$ cat config.mk
export PLATFORM = sky130hd
export DESIGN_NAME = deskew_rx
export DESIGN_NICKNAME = d
export VERILOG_FILES = /design/src/rtl/deskew_pkg.sv /design/src/rtl/deskew_lane.sv /design/src/rtl/deskew_calib.sv /design/src/rtl/deskew_rx.sv
export SDC_FILE = /design/constraint.sdc
export NUM_CORES = 1
export LEC_CHECK = 0
export BUFFER_PORTS_ARGS = -buffer_cell sky130_fd_sc_hd__buf_2
export CORE_MARGIN = 4
export CORE_UTILIZATION = 54
export CTS_BUF_LIST = sky130_fd_sc_hd__clkbuf_4
export DETAILED_ROUTE_END_ITERATION = 12
export PLACE_DENSITY = 0.7
export SKIP_CTS_REPAIR_TIMING = 1
export SKIP_LAST_GASP = 1
export SYNTH_ARGS = -nofsm -noshare
export SYNTH_HDL_FRONTEND = slang
export SYNTH_SLANG_ARGS = --single-unit
$ cat constraint.sdc
create_clock -name clk -period 10.7 [get_ports clk]
set_input_delay 0.535 -clock clk [delete_from_list [all_inputs] [get_ports clk]]
set_output_delay 0.535 -clock clk [all_outputs]
set_load 0.05 [all_outputs]
$ cat src/rtl/deskew_pkg.sv
package deskew_pkg;

    // Calibration sequencer states
    typedef enum logic [1:0] {
        CAL_IDLE = 2'd0,
        CAL_WAIT = 2'd1,
        CAL_MEAS = 2'd2,
        CAL_PEND = 2'd3
    } cal_state_e;

    // Sources that may start a training run
    typedef struct packed {
        logic svc;
        logic tmr;
        logic err;
    } cal_trig_t;

    function automatic logic trig_any(input cal_trig_t t);
        return t.svc | t.tmr | t.err;
    endfunction

endpackage

$ cat src/rtl/deskew_lane.sv
// One wire's adjustable delay: a shift line of MAXD stages and a tap mux.
// pad = 0 passes the input straight to the mux output.
module deskew_lane #(
    parameter int MAXD = 7,
    localparam int DW = $clog2(MAXD + 1)
) (
    input  logic          clk,
    input  logic          rst,
    input  logic          din,
    input  logic [DW-1:0] pad,
    output logic          dout
);
    logic [MAXD-1:0] line;
    logic [DW-1:0]   tap_idx;

    always_ff @(posedge clk) begin
        if (rst) begin
            line <= '0;
        end else begin
            line[0] <= din;
            for (int j = 1; j < MAXD; j++) begin
                line[j] <= line[j-1];
            end
        end
    end

    assign tap_idx = pad - 1'b1;

    always_comb begin
        if (pad == '0) dout = din;
        else           dout = line[tap_idx];
    end

endmodule

$ cat src/rtl/deskew_calib.sv
// Training sequencer: measures each wire's delay after the training marker,
// flags failure, and commits the pad settings only while no frame is in flight.
module deskew_calib
    import deskew_pkg::*;
#(
    parameter int          WIDTH = 8,
    parameter int          MAXD  = 7,
    parameter logic [WIDTH-1:0] TRAIN = 8'hA5,
    localparam int DW = $clog2(MAXD + 1)
) (
    input  logic                      clk,
    input  logic                      rst,
    input  logic [WIDTH-1:0]          bus_in,
    input  logic                      train_mark,
    input  logic                      frame_in,
    input  cal_trig_t                 trig,
    output logic [WIDTH-1:0][DW-1:0]  pad_o,
    output logic [DW-1:0]             maxd_o,
    output logic                      calibrating,
    output logic                      cal_done,
    output logic                      cal_fail
);
    cal_state_e                st;
    logic [DW-1:0]             k;
    logic [WIDTH-1:0][DW-1:0]  meas;
    logic [WIDTH-1:0]          found;
    logic [WIDTH-1:0]          hit;
    logic [WIDTH-1:0]          found_nxt;
    logic [DW-1:0]             meas_max;
    logic [DW-1:0]             inflight;
    logic                      frame_busy;

    assign hit       = ~(bus_in ^ TRAIN);
    assign found_nxt = found | hit;

    always_comb begin
        meas_max = '0;
        for (int i = 0; i < WIDTH; i++) begin
            if (meas[i] > meas_max) meas_max = meas[i];
        end
    end

    // A sampled frame stays inside the frame line for MAXD edges.
    always_ff @(posedge clk) begin
        if (rst)                  inflight <= '0;
        else if (frame_in)        inflight <= DW'(MAXD);
        else if (inflight != '0)  inflight <= inflight - 1'b1;
    end
    assign frame_busy = frame_in | (inflight != '0);

    always_ff @(posedge clk) begin
        if (rst) begin
            st       <= CAL_WAIT;
            k        <= '0;
            meas     <= '0;
            found    <= '0;
            pad_o    <= '0;
            maxd_o   <= '0;
            cal_done <= 1'b0;
            cal_fail <= 1'b0;
        end else begin
            case (st)
                CAL_IDLE: begin
                    if (trig_any(trig)) begin
                        st       <= CAL_WAIT;
                        cal_done <= 1'b0;
                        cal_fail <= 1'b0;
                    end
                end
                CAL_WAIT: begin
                    if (train_mark) begin
                        st    <= CAL_MEAS;
                        k     <= DW'(1);
                        found <= hit;
                        meas  <= '0;
                    end
                end
                CAL_MEAS: begin
                    for (int i = 0; i < WIDTH; i++) begin
                        if (!found[i] && hit[i]) meas[i] <= k;
                    end
                    found <= found_nxt;
                    if (k == DW'(MAXD)) begin
                        if (&found_nxt) begin
                            st <= CAL_PEND;
                        end else begin
                            st       <= CAL_IDLE;
                            cal_fail <= 1'b1;
                        end
                    end else begin
                        k <= k + 1'b1;
                    end
                end
                CAL_PEND: begin
                    if (!frame_busy) begin
                        for (int i = 0; i < WIDTH; i++) begin
                            pad_o[i] <= meas_max - meas[i];
                        end
                        maxd_o   <= meas_max;
                        cal_done <= 1'b1;
                        st       <= CAL_IDLE;
                    end
                end
                default: st <= CAL_IDLE;
            endcase
        end
    end

    assign calibrating = (st != CAL_IDLE);

endmodule

$ cat src/rtl/deskew_rx.sv
// Top: per-wire deskew lanes, a frame-marker lane padded by the largest
// delay, and the training sequencer. Outputs are registered.
module deskew_rx
    import deskew_pkg::*;
#(
    parameter int               WIDTH = 8,
    parameter int               MAXD  = 7,
    parameter logic [WIDTH-1:0] TRAIN = 8'hA5
) (
    input  logic             clk,
    input  logic             rst,
    input  logic [WIDTH-1:0] bus_in,
    input  logic             frame_in,
    input  logic             train_mark,
    input  logic             svc_cal_req,
    input  logic             timer_tick,
    input  logic             link_err,
    output logic [WIDTH-1:0] data_out,
    output logic             data_vld,
    output logic             cal_done,
    output logic             cal_fail
);
    localparam int DW = $clog2(MAXD + 1);

    logic [WIDTH-1:0][DW-1:0] pad;
    logic [DW-1:0]            maxd;
    logic [WIDTH-1:0]         lane_sel;
    logic                     frame_sel;
    logic                     calibrating;
    cal_trig_t                trig;

    assign trig = '{svc: svc_cal_req, tmr: timer_tick, err: link_err};

    deskew_calib #(
        .WIDTH (WIDTH),
        .MAXD  (MAXD),
        .TRAIN (TRAIN)
    ) u_calib (
        .clk         (clk),
        .rst         (rst),
        .bus_in      (bus_in),
        .train_mark  (train_mark),
        .frame_in    (frame_in),
        .trig        (trig),
        .pad_o       (pad),
        .maxd_o      (maxd),
        .calibrating (calibrating),
        .cal_done    (cal_done),
        .cal_fail    (cal_fail)
    );

    for (genvar gi = 0; gi < WIDTH; gi++) begin : g_lane
        deskew_lane #(.MAXD(MAXD)) u_lane (
            .clk  (clk),
            .rst  (rst),
            .din  (bus_in[gi]),
            .pad  (pad[gi]),
            .dout (lane_sel[gi])
        );
    end

    deskew_lane #(.MAXD(MAXD)) u_frame_lane (
        .clk  (clk),
        .rst  (rst),
        .din  (frame_in),
        .pad  (maxd),
        .dout (frame_sel)
    );

    always_ff @(posedge clk) begin
        if (rst) begin
            data_out <= '0;
            data_vld <= 1'b0;
        end else begin
            data_out <= lane_sel;
            data_vld <= frame_sel & cal_done;
        end
    end

endmodule

==> results.yml, run 1 <==
critical_path:
  crit_arrival_ns: 10.39
  cp_slowest_cell: "or4b_1"
  critPathMaxFanout: 9
  slowest_delay_ns: 0.44
  cp_data_required_time_ns: 11.19
  crit_path_start_kind: "register"
  path_class: "register to register"
  end_kind: "register"
  cpMostUsedCell: "ha_1"
status:
  outcome: "complete, no violations"
floorplanning:
  fp.coreArea_sq_mm: 0.01277
  pin_count: 26
  start_util: 0.5595
  fp.dieW_um: 123.0
  placementRows: 41
  dieArea_sq_mm: 0.01514
  fp.dieH_um: 123.0
logic_synthesis:
  ys_ff_latch: 141
  synth_top_area_frac: 0.3950
  synth_ff_type: "dfxtp_1"
  synthesis.instances: 805
  synth_common_cells: "dfxtp_1 (141), nor2_1 (89), nor2b_1 (64)"
  async_reset_ff_frac: 0
  yosys-top-cells-area: "dfxtp_1 (39%), ha_1 (8.9%), nor2b_1 (5.6%)"
  syn_nets: 879
  yosysUniqueCellTypes: 60
  ys_seq_area_frac: 0.3950
  yosysTopAreaCell: "dfxtp_1"
  yosysWarnings: 0
  syn_avg_cell_area_sq_um: 8.878
  syn_area_sq_mm: 0.007147
  synth_edf_count: 0
  yosysMostFrequentCell: "dfxtp_1"
timing:
  finalWorstSetupSlack_ns: 0.7911
  finalHoldViolations: 0
  setup_viol: 0
  rsz0062_at_grt: "false"
  drv_slew: 0
  max_freq_mhz: 100.9
  clock_skew_ns: 0.01885
  worstMarginPinSlew_ns: 1.217
  whs_ns: 0.2700
  setup_tns_ns: 0
  min_period_over_period: 0.9261
  slew-limit-headroom: 0.1886
  fin_crit_ns: 9.909
clocking:
  clock_sinks: 141
  cts_buffer_depth: 2
  clkTransAtPathRegs_ns: 0.12
  cts_buffers: 17
  cts_tree: "yes"
  cts-htree-levels: 4
  root_buffer: "clkbuf_4"
  insertion_delay_ns: 0.54
routing:
  met1_length_mm: 6.934
  final_antenna_net_count: 0
  drtIter0Drc: 412
  dr.pass1.iters: 7
  routedWlPerCell_um: 15.55
  dr_wl_met2_mm: 7.642
  met3_length_um: 667
  drc: 0
  avgViaCountPerCell: 5.703
  drt_wl_total_mm: 15.61
  dr.max_layer_used: "met4"
  vias: 5726
power_and_ir_drop:
  pwr-share-clk: 0.317
  leakage_nw: 2.975
  intPower_uw: 732.4
  switching_share: 0.2787
  p_switching_uw: 283.0
  combinationalPowerShare: 0.138
  share_seq_of_total_power: 0.545
  total_power_mw: 1.015
  vdd_drop_max_mv: 0.09660
  powerDensity_mw_per_mm2: 132.6
grt:
  grt_antenna_before_repair: 1
  overflow: 0
  grt_pass1_wl_mm: 26.36
  grt_pass1_vias: 5645
  grt_max_degree: 78
  grt_use_total: 0.2203
flow_run:
  cap_violations: 0
cells_and_area:
  nFillCells: 1144
  finalNetCount: 894
  drive_gt1_frac: 0.1059
  finalInstanceArea_sq_mm: 0.007659
  area_delta_synth_final_pct: 7.160
  instances_no_fill: 1004
  postLayoutCoreUtil: 0.5996
placement:
  dpl.hpwl_mm: 11.26
  pre_cts_slack_ns: 0.9248
  place_inst: 973
  port_buffers: 25
  gp_congestion: 0.9092
  post_dp_cell_area_sq_mm: 0.007401
min_path:
  hold_path_class: "input port to register"
critical path: cells and delay by family, from the launching register on:
family | cells | cell delay (ns)
DFF | 1 | 0.36
and+or+nand+nor | 13 | 2.71
AOI/OAI and AO/OA | 17 | 3.54
buffers and inverters | 5 | 0.53
adders and majority gates | 9 | 2.71
cells by family after synthesis:
| group | share of synthesized area |
|---|---|
| and+or+nand+nor | 0.1991 |
| AOI/OAI and AO/OA | 0.1513 |
| DFF | 0.3950 |
| muxes | 0.07703 |
| adders and majority gates | 0.1117 |
| buffers and inverters | 0.05130 |
| xor gates and xnor gates | 0.01471 |
flip-flops by register name, summed over array words and instances, names as in the netlist:
name	cells
data_out	8
data_vld	1
g_lane.u_lane.line	56
u_calib.cal_done	1
u_calib.cal_fail	1
u_calib.found	8
u_calib.inflight	3
u_calib.k	3
u_calib.maxd_o	3
u_calib.meas	24
u_calib.pad_o	24
u_calib.st	2
u_frame_lane.line	7
placed cells by master (no fill, tap or decap), types with 5 or more instances in the layout:
master	instances
nand3_1	23
and3_1	5
buf_4	7
a21oi_1	30
o2111ai_1	5
dfxtp_1	141
o21ai_0	25
xnor2_1	5
inv_1	61
nand2_1	61
or3_1	7
mux2i_1	19
a31oi_1	27
nor2b_1	64
o211ai_1	5
a22oi_1	6
a211oi_1	16
ha_1	51
xor2_1	7
clkbuf_4	21
nor2_1	89
o21a_1	6
buf_2	24
mux2_2	14
o311ai_1	7
mux4_2	9
o22ai_1	5
nor3_1	23
fa_1	8
cell type report:
type / count / area, sq um / share of cell area
Inverter: 62 / 232.7 / 0.03039
Antenna cell: 1 / 2.502 / 0.0003267
Sequential cell: 141 / 2823 / 0.3686
Clock buffer: 21 / 157.7 / 0.02058
Timing Repair Buffer: 31 / 172.7 / 0.02255
Multi-Input combinational cell: 567 / 3958 / 0.5167
Clock inverter: 9 / 97.59 / 0.01274
Tap cell: 172 / 215.2 / 0.02810
layer usage:
| layer | global-route usage | up-vias |
|---|---|---|
| met5 | 0 | - |
| met4 | 0.08858 | 0 |
| met3 | 0.04712 | 27 |
| met2 | 0.3748 | 128 |
| met1 | 0.2725 | 2730 |
| li1 | - | 2841 |
power groups by stage:
stage	combinational (mW)	sequential, mW	clock, mW
after floorplan	0.0949	0.571	0
after global placement	0.135	0.564	0
after detailed placement	0.140	0.565	0
after CTS	0.140	0.553	0.331
after global routing	0.156	0.556	0.355
final	0.140	0.553	0.322
worst paths after layout:
path	depth (start not counted)	endpoint	from	slack, ns
min reg2reg	1	g_lane[0].u_lane.line[5]	g_lane[0].u_lane.line[4]	0.46
min	2	g_lane[7].u_lane.line[0]	bus_in[7]	0.27
max	44	u_calib.pad_o[23]	u_calib.meas[2]	0.79
max reg2reg	44	u_calib.pad_o[23]	u_calib.meas[2]	0.79
Note: power is estimated with default switching activity, not from simulation.
==> run 2, diff against run 1 <==
- ABC_AREA: not set -> 1
- CELL_PAD_IN_SITES_DETAIL_PLACEMENT: not set -> 0
- CELL_PAD_IN_SITES_GLOBAL_PLACEMENT: not set -> 1
- CORE_UTILIZATION: 54 -> 48
- PLACE_DENSITY: 0.7 -> 0.82
==> results.yml, run 2 <==
min_path:
  holdPathStages: 3
  hold_start: "frame_in"
  hold_path_class: "input port to register"
  hold_path_end: "u_frame_lane.line[0]"
critical_path:
  path_class: "register to register"
  slowest_delay_ns: 0.43
  crit_path_start_kind: "register"
  worst-r2r-setup-slack_ns: 1.57
  rr_worst_depth: 63
  rr_endpoint: "u_calib.pad_o[14]"
  cp_data_required_time_ns: 11.16
  rr_startpoint: "u_calib.meas[2]"
  end_kind: "register"
  critPathMaxFanout: 8
  crit_arrival_ns: 9.58
  startpoint: "u_calib.meas[2]"
  cp_slowest_cell: "dfxtp_1"
  cpMostUsedCell: "nand2_1"
clocking:
  insertion_delay_ns: 0.56
  cts-htree-levels: 4
  root_buffer: "clkbuf_4"
  cts_buffer_depth: 2
  cts_buffers: 17
  clkTransAtPathRegs_ns: 0.12
  clock_sinks: 141
  cts_tree: "yes"
timing:
  drv_slew: 0
  fin_crit_ns: 9.126
  finalHoldViolations: 0
  max_freq_mhz: 109.6
  finalWorstSetupSlack_ns: 1.574
  worstMarginPinSlew_ns: 0.6692
  rsz0062_at_grt: "false"
  min_period_over_period: 0.8529
  whs_ns: 0.2309
  setup_viol: 0
  setup_tns_ns: 0
  clock_skew_ns: 0.01574
  slew-limit-headroom: 0.5522
cells_and_area:
  reg_top3: "g_lane.u_lane.line (56), u_calib.meas (24), u_calib.pad_o (24)"
  nFillCells: 1445
  seqCellArea_sq_mm: 0.002823
  largest-register: "g_lane.u_lane.line"
  final_common_cell: "inv_1"
  largest_reg_flops: 56
  postLayoutCoreUtil: 0.5277
  layout_common_cells: "inv_1 (172), nand2_1 (154), dfxtp_1 (141)"
  drive_gt1_frac: 0.1104
  instances_no_fill: 1172
  area_delta_synth_final_pct: 7.695
  multi_input_area_sq_mm: 0.003478
  finalNetCount: 1049
logic_synthesis:
  ys_ff_latch: 141
  yosysTopAreaCell: "dfxtp_1"
  syn_area_sq_mm: 0.007122
  syn_avg_cell_area_sq_um: 7.457
  synth_common_cells: "inv_1 (172), nand2_1 (154), dfxtp_1 (141)"
  yosysMostFrequentCell: "inv_1"
  synth_edf_count: 0
  syn_nets: 1029
  yosys-top-cells-area: "dfxtp_1 (40%), inv_1 (9.1%), ha_1 (9.0%)"
  ys_seq_area_frac: 0.3963
  synthesis.instances: 955
  synth_ff_type: "dfxtp_1"
  synth_top_area_frac: 0.3963
  yosysUniqueCellTypes: 40
  async_reset_ff_frac: 0
  yosysWarnings: 0
power_and_ir_drop:
  powerDensity_mw_per_mm2: 263.8
  combinationalPowerShare: 0.538
  leakage_nw: 3.247
  share_seq_of_total_power: 0.294
  switching_share: 0.4789
  pwr-share-clk: 0.168
  vdd_drop_max_mv: 0.1926
  intPower_mw: 1.054
  p_switching_uw: 969.1
routing:
  dr.pass1.iters: 7
  drt_wl_total_mm: 15.16
  vias: 5719
  drc: 0
  drtIter0Drc: 395
  final_antenna_net_count: 0
  avgViaCountPerCell: 4.880
  routedWlPerCell_um: 12.94
floorplanning:
  fp.dieH_um: 129.8
  dieArea_sq_mm: 0.01685
  placementRows: 44
  fp.coreArea_sq_mm: 0.01453
  fp.dieW_um: 129.8
  start_util: 0.4900
  pin_count: 26
placement:
  gp_congestion: 0.8356
  dpl.hpwl_mm: 11.01
  pre_cts_slack_ns: 1.628
  port_buffers: 25
  place_inst: 1140
grt:
  grt_use_total: 0.1862
  grt_pass1_wl_mm: 24.62
  overflow: 0
  grt_antenna_before_repair: 1
  grt_pass1_vias: 4890
  grt_max_degree: 64
status:
  outcome: "complete, no violations"
flow_run:
  cap_violations: 0
==> run 2: changes by cell type in the layout (fill, tap and decap cells not counted), moves of 14 or more <==
cell | before | now
nand2_1 | 61 | 154
a21oi_1 | 30 | 84
inv_2 | 0 | 18
nor3_1 | 23 | 4
o21ai_0 | 25 | 59
nor2b_1 | 64 | 0
inv_1 | 61 | 172
mux2i_1 | 19 | 0
mux2_2 | 14 | 0
==> run 2: how the worst max path moves through the flow <==
stage	to	slack [ns]	cells after the start
global route	u_calib.pad_o[20]	0.57	61
CTS	u_calib.pad_o[14]	1.58	63
global placement	u_calib.pad_o[5]	1.81	63
floorplan	u_calib.pad_o[17]	2.62	63
detailed placement	u_calib.pad_o[14]	1.63	63
finish	u_calib.pad_o[14]	1.57	63
==> run 2: through the flow <==
step | cell area (sq um) | power (mW)
2_1_floorplan | 7122 | 1.429
3_3_place_gp | 7395 | 1.686
3_5_place_dp | 7395 | 1.687
4_1_cts | 7667 | 2.037
5_1_grt | 7670 | 2.209
6_report | 7670 | 2.023
==> run 2: cells by family after synthesis <==
group                      synth area share
adders and majority gates            0.1121
and+or+nand+nor                      0.2017
AOI/OAI and AO/OA                    0.1550
DFF                                  0.3963
buffers and inverters                0.1152
xor gates and xnor gates            0.01968
==> run 2: power groups by stage <==
stage	sequential [mW]	clock (mW)	combinational, mW
floorplan	0.620	0	0.809
global placement	0.605	0	1.08
detailed placement	0.606	0	1.08
CTS	0.594	0.349	1.09
global route	0.599	0.376	1.23
finish	0.594	0.340	1.09
==> run 2: layout make-up <==
class                   instances  share of cell area
well taps                     184             0.03002
clock inverters                14             0.01892
flip-flops and latches        141              0.3680
repair buffers                 27             0.01860
diodes                          1           0.0003263
multi-input cells             596              0.4535
clock buffers                  17             0.01664
inverters                     192             0.09396
==> run 2: per-layer routing <==
| metal | GRT usage | up-vias | wire length (um) |
|---|---|---|---|
| li1 | - | 3071 | - |
| met1 | 0.2816 | 2527 | 8001 |
| met2 | 0.2636 | 105 | 6286 |
| met3 | 0.04544 | 16 | 707 |
| met4 | 0.05073 | 0 | 164 |
| met5 | 0 | - | 0 |
==> run 2: worst max-delay path, delay by kind of cell (launching register included) <==
family,cells,cell delay (ns)
xor gates and xnor gates,1,0.17
adders and majority gates,9,2.65
DFF,1,0.43
AOI/OAI and AO/OA,12,1.69
buffers and inverters,12,1.01
and+or+nand+nor,29,3.08
